**src/rtl/dma_pkg.sv**
```systemverilog
package dma_pkg;
    localparam int PORT_W = 3;
    localparam logic [PORT_W-1:0] PORT_ADDR = 3'd1;
    localparam logic [PORT_W-1:0] PORT_CNT  = 3'd2;
    localparam logic [PORT_W-1:0] PORT_GO   = 3'd4;

    localparam int CTL_W = 2;
    localparam logic [CTL_W-1:0] CTL_MEM_WR = 2'b10;

    typedef enum logic [1:0] {
        ST_IDLE = 2'd0,
        ST_REQ  = 2'd1,
        ST_XFER = 2'd2,
        ST_DONE = 2'd3
    } xfer_state_e;
endpackage

```
**src/rtl/dma_port_decode.sv**
```systemverilog
module dma_port_decode
    import dma_pkg::*;
(
    input  logic              wr_i,
    input  logic [PORT_W-1:0] sel_i,
    input  logic              idle_i,
    output logic              ld_addr_o,
    output logic              ld_cnt_o,
    output logic              go_o
);
    logic accept;

    always_comb begin
        accept    = wr_i && idle_i;
        ld_addr_o = accept && (sel_i == PORT_ADDR);
        ld_cnt_o  = accept && (sel_i == PORT_CNT);
        go_o      = accept && (sel_i == PORT_GO);
    end
endmodule

```
**src/rtl/dma_buf_rom.sv**
```systemverilog
module dma_buf_rom #(
    parameter int                DATA_W = 16,
    parameter int                BUF_AW = 4,
    parameter logic [DATA_W-1:0] SEED   = 16'h5A5A,
    parameter logic [DATA_W-1:0] STEP   = 16'h9E37
) (
    input  logic [BUF_AW-1:0] idx_i,
    output logic [DATA_W-1:0] word_o
);
    localparam int DEPTH = 1 << BUF_AW;

    logic [DATA_W-1:0] table_w [DEPTH];

    for (genvar gi = 0; gi < DEPTH; gi++) begin : g_word
        assign table_w[gi] = SEED + DATA_W'(gi) * STEP;
    end

    assign word_o = table_w[idx_i];
endmodule

```
**src/rtl/dma_counters.sv**
```systemverilog
module dma_counters #(
    parameter int DATA_W = 16,
    parameter int ADDR_W = 16,
    parameter int CNT_W  = 16,
    parameter int BUF_AW = 4
) (
    input  logic              clk_i,
    input  logic              rst_ni,
    input  logic [DATA_W-1:0] load_val_i,
    input  logic              ld_addr_i,
    input  logic              ld_cnt_i,
    input  logic              go_i,
    input  logic              step_i,
    output logic [ADDR_W-1:0] dst_o,
    output logic [BUF_AW-1:0] idx_o,
    output logic              cnt_zero_o,
    output logic              cnt_last_o
);
    typedef struct packed {
        logic [ADDR_W-1:0] dst;
        logic [CNT_W-1:0]  left;
        logic [BUF_AW-1:0] idx;
    } cnt_regs_t;

    cnt_regs_t r_d, r_q;

    always_comb begin
        r_d = r_q;
        if (ld_addr_i) begin
            r_d.dst = load_val_i[ADDR_W-1:0];
        end
        if (ld_cnt_i) begin
            r_d.left = load_val_i[CNT_W-1:0];
        end
        if (go_i) begin
            r_d.idx = '0;
        end
        if (step_i) begin
            r_d.dst  = r_q.dst + 1'b1;
            r_d.idx  = r_q.idx + 1'b1;
            r_d.left = r_q.left - 1'b1;
        end
    end

    always_ff @(posedge clk_i) begin
        if (!rst_ni) begin
            r_q <= '0;
        end else begin
            r_q <= r_d;
        end
    end

    assign dst_o      = r_q.dst;
    assign idx_o      = r_q.idx;
    assign cnt_zero_o = (r_q.left == '0);
    assign cnt_last_o = (r_q.left == CNT_W'(1));
endmodule

```
**src/rtl/dma_bus_fsm.sv**
```systemverilog
module dma_bus_fsm
    import dma_pkg::*;
(
    input  logic clk_i,
    input  logic rst_ni,
    input  logic go_i,
    input  logic cnt_zero_i,
    input  logic cnt_last_i,
    input  logic bgnt_i,
    input  logic ack_i,
    input  logic irq_ack_i,
    output logic idle_o,
    output logic breq_o,
    output logic drive_o,
    output logic step_o,
    output logic irq_o
);
    typedef struct packed {
        xfer_state_e st;
    } fsm_regs_t;

    fsm_regs_t f_d, f_q;
    logic      granted_xfer;

    always_comb begin
        f_d          = f_q;
        granted_xfer = (f_q.st == ST_XFER) && bgnt_i;
        step_o       = granted_xfer && ack_i;
        unique case (f_q.st)
            ST_IDLE: begin
                if (go_i) begin
                    f_d.st = cnt_zero_i ? ST_DONE : ST_REQ;
                end
            end
            ST_REQ: begin
                if (bgnt_i) begin
                    f_d.st = ST_XFER;
                end
            end
            ST_XFER: begin
                if (!bgnt_i) begin
                    f_d.st = ST_REQ;
                end else if (ack_i && cnt_last_i) begin
                    f_d.st = ST_DONE;
                end
            end
            ST_DONE: begin
                if (irq_ack_i) begin
                    f_d.st = ST_IDLE;
                end
            end
            default: f_d.st = ST_IDLE;
        endcase
    end

    always_ff @(posedge clk_i) begin
        if (!rst_ni) begin
            f_q.st <= ST_IDLE;
        end else begin
            f_q <= f_d;
        end
    end

    assign idle_o  = (f_q.st == ST_IDLE);
    assign breq_o  = (f_q.st == ST_REQ) || (f_q.st == ST_XFER);
    assign drive_o = granted_xfer;
    assign irq_o   = (f_q.st == ST_DONE);
endmodule

```
**src/rtl/dma_in_engine.sv**
```systemverilog
module dma_in_engine
    import dma_pkg::*;
#(
    parameter int                DATA_W   = 16,
    parameter int                ADDR_W   = 16,
    parameter int                CNT_W    = 16,
    parameter int                BUF_AW   = 4,
    parameter logic [DATA_W-1:0] BUF_SEED = 16'h5A5A,
    parameter logic [DATA_W-1:0] BUF_STEP = 16'h9E37
) (
    input  logic              clk_i,
    input  logic              rst_ni,
    input  logic              port_wr_i,
    input  logic [2:0]        port_sel_i,
    input  logic [DATA_W-1:0] port_data_i,
    output logic              breq_o,
    input  logic              bgnt_i,
    output logic [DATA_W-1:0] data_o,
    output logic              data_oe_o,
    output logic [ADDR_W-1:0] addr_o,
    output logic              addr_oe_o,
    output logic [1:0]        ctl_o,
    output logic              ctl_oe_o,
    input  logic              ack_i,
    output logic              irq_o,
    input  logic              irq_ack_i
);
    logic              idle, ld_addr, ld_cnt, go;
    logic              cnt_zero, cnt_last, step, drive;
    logic [ADDR_W-1:0] dst;
    logic [BUF_AW-1:0] idx;
    logic [DATA_W-1:0] word;

    dma_port_decode u_decode (
        .wr_i      (port_wr_i),
        .sel_i     (port_sel_i),
        .idle_i    (idle),
        .ld_addr_o (ld_addr),
        .ld_cnt_o  (ld_cnt),
        .go_o      (go)
    );

    dma_counters #(
        .DATA_W (DATA_W),
        .ADDR_W (ADDR_W),
        .CNT_W  (CNT_W),
        .BUF_AW (BUF_AW)
    ) u_counters (
        .clk_i      (clk_i),
        .rst_ni     (rst_ni),
        .load_val_i (port_data_i),
        .ld_addr_i  (ld_addr),
        .ld_cnt_i   (ld_cnt),
        .go_i       (go),
        .step_i     (step),
        .dst_o      (dst),
        .idx_o      (idx),
        .cnt_zero_o (cnt_zero),
        .cnt_last_o (cnt_last)
    );

    dma_buf_rom #(
        .DATA_W (DATA_W),
        .BUF_AW (BUF_AW),
        .SEED   (BUF_SEED),
        .STEP   (BUF_STEP)
    ) u_rom (
        .idx_i  (idx),
        .word_o (word)
    );

    dma_bus_fsm u_fsm (
        .clk_i      (clk_i),
        .rst_ni     (rst_ni),
        .go_i       (go),
        .cnt_zero_i (cnt_zero),
        .cnt_last_i (cnt_last),
        .bgnt_i     (bgnt_i),
        .ack_i      (ack_i),
        .irq_ack_i  (irq_ack_i),
        .idle_o     (idle),
        .breq_o     (breq_o),
        .drive_o    (drive),
        .step_o     (step),
        .irq_o      (irq_o)
    );

    always_comb begin
        data_oe_o = drive;
        addr_oe_o = drive;
        ctl_oe_o  = drive;
        data_o    = drive ? word : '0;
        addr_o    = drive ? dst : '0;
        ctl_o     = drive ? CTL_MEM_WR : '0;
    end
endmodule

```
**config.mk**
```make
export PLATFORM = sky130hd
export DESIGN_NAME = dma_in_engine
export DESIGN_NICKNAME = d
export VERILOG_FILES = /design/src/rtl/dma_pkg.sv /design/src/rtl/dma_port_decode.sv /design/src/rtl/dma_buf_rom.sv /design/src/rtl/dma_counters.sv /design/src/rtl/dma_bus_fsm.sv /design/src/rtl/dma_in_engine.sv
export SDC_FILE = /design/constraint.sdc
export NUM_CORES = 1
export LEC_CHECK = 0
export CAP_MARGIN = 40
export CORE_UTILIZATION = 40
export DETAILED_ROUTE_END_ITERATION = 6
export PLACE_DENSITY = 0.66
export SKIP_CTS_REPAIR_TIMING = 1
export SLEW_MARGIN = 40
export SYNTH_ARGS = -nofsm -noshare
export SYNTH_HDL_FRONTEND = slang
export SYNTH_SLANG_ARGS = --single-unit
```
**constraint.sdc**
```tcl
create_clock -name clk_i -period 2.9 [get_ports clk_i]
set_clock_uncertainty 0.1 [all_clocks]
set_input_delay 0.435 -clock clk_i [delete_from_list [all_inputs] [get_ports clk_i]]
set_output_delay 0.435 -clock clk_i [all_outputs]
set_load 0.05 [all_outputs]
```
==> results by group <==
Setup path
  • R2R Path Start: u_fsm.f_q[0]$_SDFFE_PN0P_
  • Reg2reg end: u_counters.dst_o[15]$_SDFFE_PN0P_
  • Crit Path Max Fanout: 11
  • Crit Path Class: flip-flop to primary output
  • CP startpoint: u_fsm.f_q[0]$_SDFFE_PN0P_
  • Crit end category: primary output
  • Required time of the critical path: 2370 ps
  • Element type at the critical path start: flip-flop
  • Critical path endpoint: data_o[6]
  • R2R cell count: 6
  • Worst Path Arrival: 2110 ps
  • Flop2flop setup slack: 550 ps

STA
  • # setup viols final: 0
  • Hold Vio Cnt, Final: 0
  • Post-layout min period: 2645 ps
  • Setup TNS: 0 ps
  • Max Freq: 378.1 MHz
  • Slew at the pin closest to its max-slew limit: 645.2 ps
  • Max_slew headroom: 56.93%
  • Slew Viols, Final: 0
  • Unrepaired setup endpoints after global routing: false
  • Post-route clock period utilization: 91.19%

Synth
  • Netlist cell types: 60
  • Syn Inst Count: 370
  • Sequential fraction of the synthesis area: 26.53%
  • Syn_nets: 415
  • Synth Flop Type: dfxtp_1
  • Mapped cell area: 0.002868 sq mm
  • Syn avg cell area: 7.751 sq um
  • #FFs+latches synth: 38
  • Number of synthesized flops with an enable pin: 0
  • Asr flop ratio synth: 0%
  • Yosys Warn Count: 0

Power and ir drop
  • Logic pwr share: 45.7%
  • Internal: 1.139 mW
  • Pwr Total: 1.904 mW
  • Switching share of power: 40.17%
  • PwrDens: 474.3 mW/mm^2
  • Leak pwr: 1.585 nW
  • Peak supply drop: 0.3341 mV
  • Share of total power in the clock network: 20.6%
  • Flop pwr share: 33.7%
  • Sw power: 0.7649 mW

Clock tree
  • Cts bufs inserted: 5
  • CTS Root Cell: clkbuf_8
  • H-tree levels: 2
  • CTS tree: yes
  • Worst-Skew Late Latency: 300 ps
  • CTS clk-pin slew, worst paths: 80 ps
  • Clock Path Buffers: 2
  • Clock sink total: 38

Routing
  • Number of DRC markers in iteration 0: 244
  • Routed Antenna Nets: 0
  • Via count: 3009
  • Post-Route WL: 7.962 mm
  • Drt pass-1 iters: 5
  • # DRC: 0
  • Via/cell ratio: 5.820
  • DR WL/cell: 15.40 microns

Layout
  • P&R area growth vs syn: 39.97%
  • Layout cell share with drive strength beyond 1: 16.15%
  • Fin cells: 517
  • Diode count: 0
  • Final net count: 465

Place
  • Gpl congestion: 0.9107
  • Placed Cells incl. Taps: 509
  • IO Port Bufs: 62
  • HPWL after DPL: 6.113 mm

GRT
  • First-pass GRT wire length: 13.37 mm
  • Vias in the first global route: 2738
  • Initial antenna violation count: 0
  • Largest net degree at the start of global routing: 28
  • GRT Total Usage: 22.36%
  • GR Overflow Total: 0

Floorplanning
  • Die Area: 0.007512 sq mm
  • Initial Util: 41.75%
  • Std-Cell Rows: 30
  • Die X-Extent: 86.67 microns
  • I/O pin total: 64
  • Core Area: 0.006869 sq mm
  • Die Ht: 86.67 microns

Min path
  • Min-delay worst type: flip-flop to flip-flop

Run status
  • Status: complete, no violations

Flow run
  • Max-cap violation count: 0
==> synthesized netlist by cell type, types with 3 or more instances <==
cell type / n / area, sq um
buf_4: 6 / 45.04
or4_1: 4 / 30.03
buf_2: 11 / 55.05
a31oi_1: 16 / 100.1
clkbuf_1: 13 / 48.80
a21oi_1: 24 / 120.1
o21ai_0: 13 / 65.06
and3_1: 28 / 175.2
dfxtp_1: 38 / 760.7
o211ai_1: 8 / 60.06
or3_1: 5 / 31.28
a311oi_1: 4 / 35.03
a2bb2oi_1: 6 / 52.55
nor3_1: 4 / 20.02
xor2_1: 4 / 35.03
ha_1: 20 / 250.2
nand4_1: 7 / 43.79
inv_1: 15 / 56.30
nand2_1: 27 / 101.4
nor2b_1: 4 / 25.02
and2_1: 4 / 25.02
nor2_1: 37 / 138.9
nand3_1: 13 / 65.06
a22oi_1: 3 / 22.52
a211oi_1: 12 / 90.09
==> final cells by class <==
class	count	area (sq um)
clock buffer	6	82.58
clock inverter	2	12.51
fill	628	2855
multi-input combinational	285	1893
inverter	16	60.06
sequential	38	762.0
timing repair buffer	74	1084
tap	96	120.1
==> power by group through the flow <==
stage | combinational, mW | sequential (mW) | clock, mW
2_1_floorplan | 0.584 | 0.637 | 0
3_3_place_gp | 0.855 | 0.649 | 0
3_5_place_dp | 0.868 | 0.651 | 0
4_1_cts | 0.870 | 0.639 | 0.396
5_1_grt | 0.944 | 0.651 | 0.425
6_report | 0.870 | 0.641 | 0.393
==> critical path, stage by stage (launching register included) <==
cell and delay (ps):
dfxtp_1 350, inv_1 120, ha_1 400, nand2_1 310
inv_2 210, and2_1 270, buf_12 170
==> metal layers <==
| layer | part of all wire, % | track usage [%] | wire length (microns) |
|---|---|---|---|
| met1 | 46 | 30.87 | 3696 |
| met2 | 48 | 36.65 | 3792 |
| met3 | 4.8 | 3.333 | 384 |
| met4 | 1.1 | 5.303 | 88 |
| met5 | 0 | 0 | 0 |
==> placed cells by master, fill, tap and decap left out, types with 3 or more instances in the layout <==
cell type        netlist  layout
nand3_1               13      13
or4_1                  4       4
a211oi_1              12      12
nand4_1                7       7
a22oi_1                3       3
a21oi_1               24      24
a31oi_1               16      16
clkdlybuf4s50_1        0      26
nor2b_1                4       4
buf_12                 0      37
and2_1                 4       4
a311oi_1               4       4
o211ai_1               8       8
buf_4                  6      11
xor2_1                 4       4
or3_1                  5       5
o21ai_0               13      13
a2bb2oi_1              6       6
nor2_1                37      37
ha_1                  20      20
inv_1                 15      15
nand2_1               27      27
clkbuf_8               0       6
dfxtp_1               38      37
and3_1                28      28
nor3_1                 4       4
==> kinds of logic (layout without fill, tap and decap cells) <==
| kind of cell | after synthesis | after routing | share of synthesized area, % |
|---|---|---|---|
| flip-flops | 38 | 38 | 26.53 |
| multiplexers | 2 | 2 | 0.6981 |
| buffers and inverters | 47 | 98 | 7.460 |
| AO/OA/AOI/OAI | 107 | 107 | 25.39 |
| AND/OR/NAND/NOR | 150 | 150 | 29.54 |
| XOR/XNOR | 5 | 5 | 1.527 |
| adder cells (fa/ha/maj) | 20 | 20 | 8.726 |
| other | 1 | 1 | 0.1308 |
==> stage by stage <==
stage | util, % | hold slack, ps | instance area [sq um] | setup slack, ps
floorplan | - | 381.0 | 2868 | 46.55
CTS | 58.42 | 417.4 | 4013 | 192.4
detailed placement | 57.03 | 403.7 | 3918 | 429.1
global placement | 57.03 | 396.0 | 3918 | 455.9
global route | 58.43 | 449.7 | 4014 | 72.78
finish | 58.43 | 416.6 | 4014 | 255.5
==> how the worst min path moves through the flow <==
stage	startpoint	depth (start not counted)	to	slack (ps)
3_3_place_gp	u_counters.dst_o[15]$_SDFFE_PN0P_	2	u_counters.dst_o[15]$_SDFFE_PN0P_	400
2_1_floorplan	u_counters.r_q[18]$_SDFFE_PN0P_	2	u_counters.r_q[18]$_SDFFE_PN0P_	380
6_report	u_counters.r_q[12]$_SDFFE_PN0P_	2	u_counters.r_q[12]$_SDFFE_PN0P_	420
5_1_grt	u_counters.r_q[12]$_SDFFE_PN0P_	2	u_counters.r_q[12]$_SDFFE_PN0P_	450
3_5_place_dp	u_counters.r_q[12]$_SDFFE_PN0P_	2	u_counters.r_q[12]$_SDFFE_PN0P_	400
4_1_cts	u_counters.r_q[12]$_SDFFE_PN0P_	2	u_counters.r_q[12]$_SDFFE_PN0P_	420
==> registers in the layout, indices dropped and copies added, names as in the netlist <==
| signal | count |
|---|---|
| u_counters.idx_o | 4 |
| u_counters.dst_o | 16 |
| u_fsm.f_q | 2 |
| u_counters.r_q | 16 |
No activity file was read; power rests on OpenSTA's default activity.
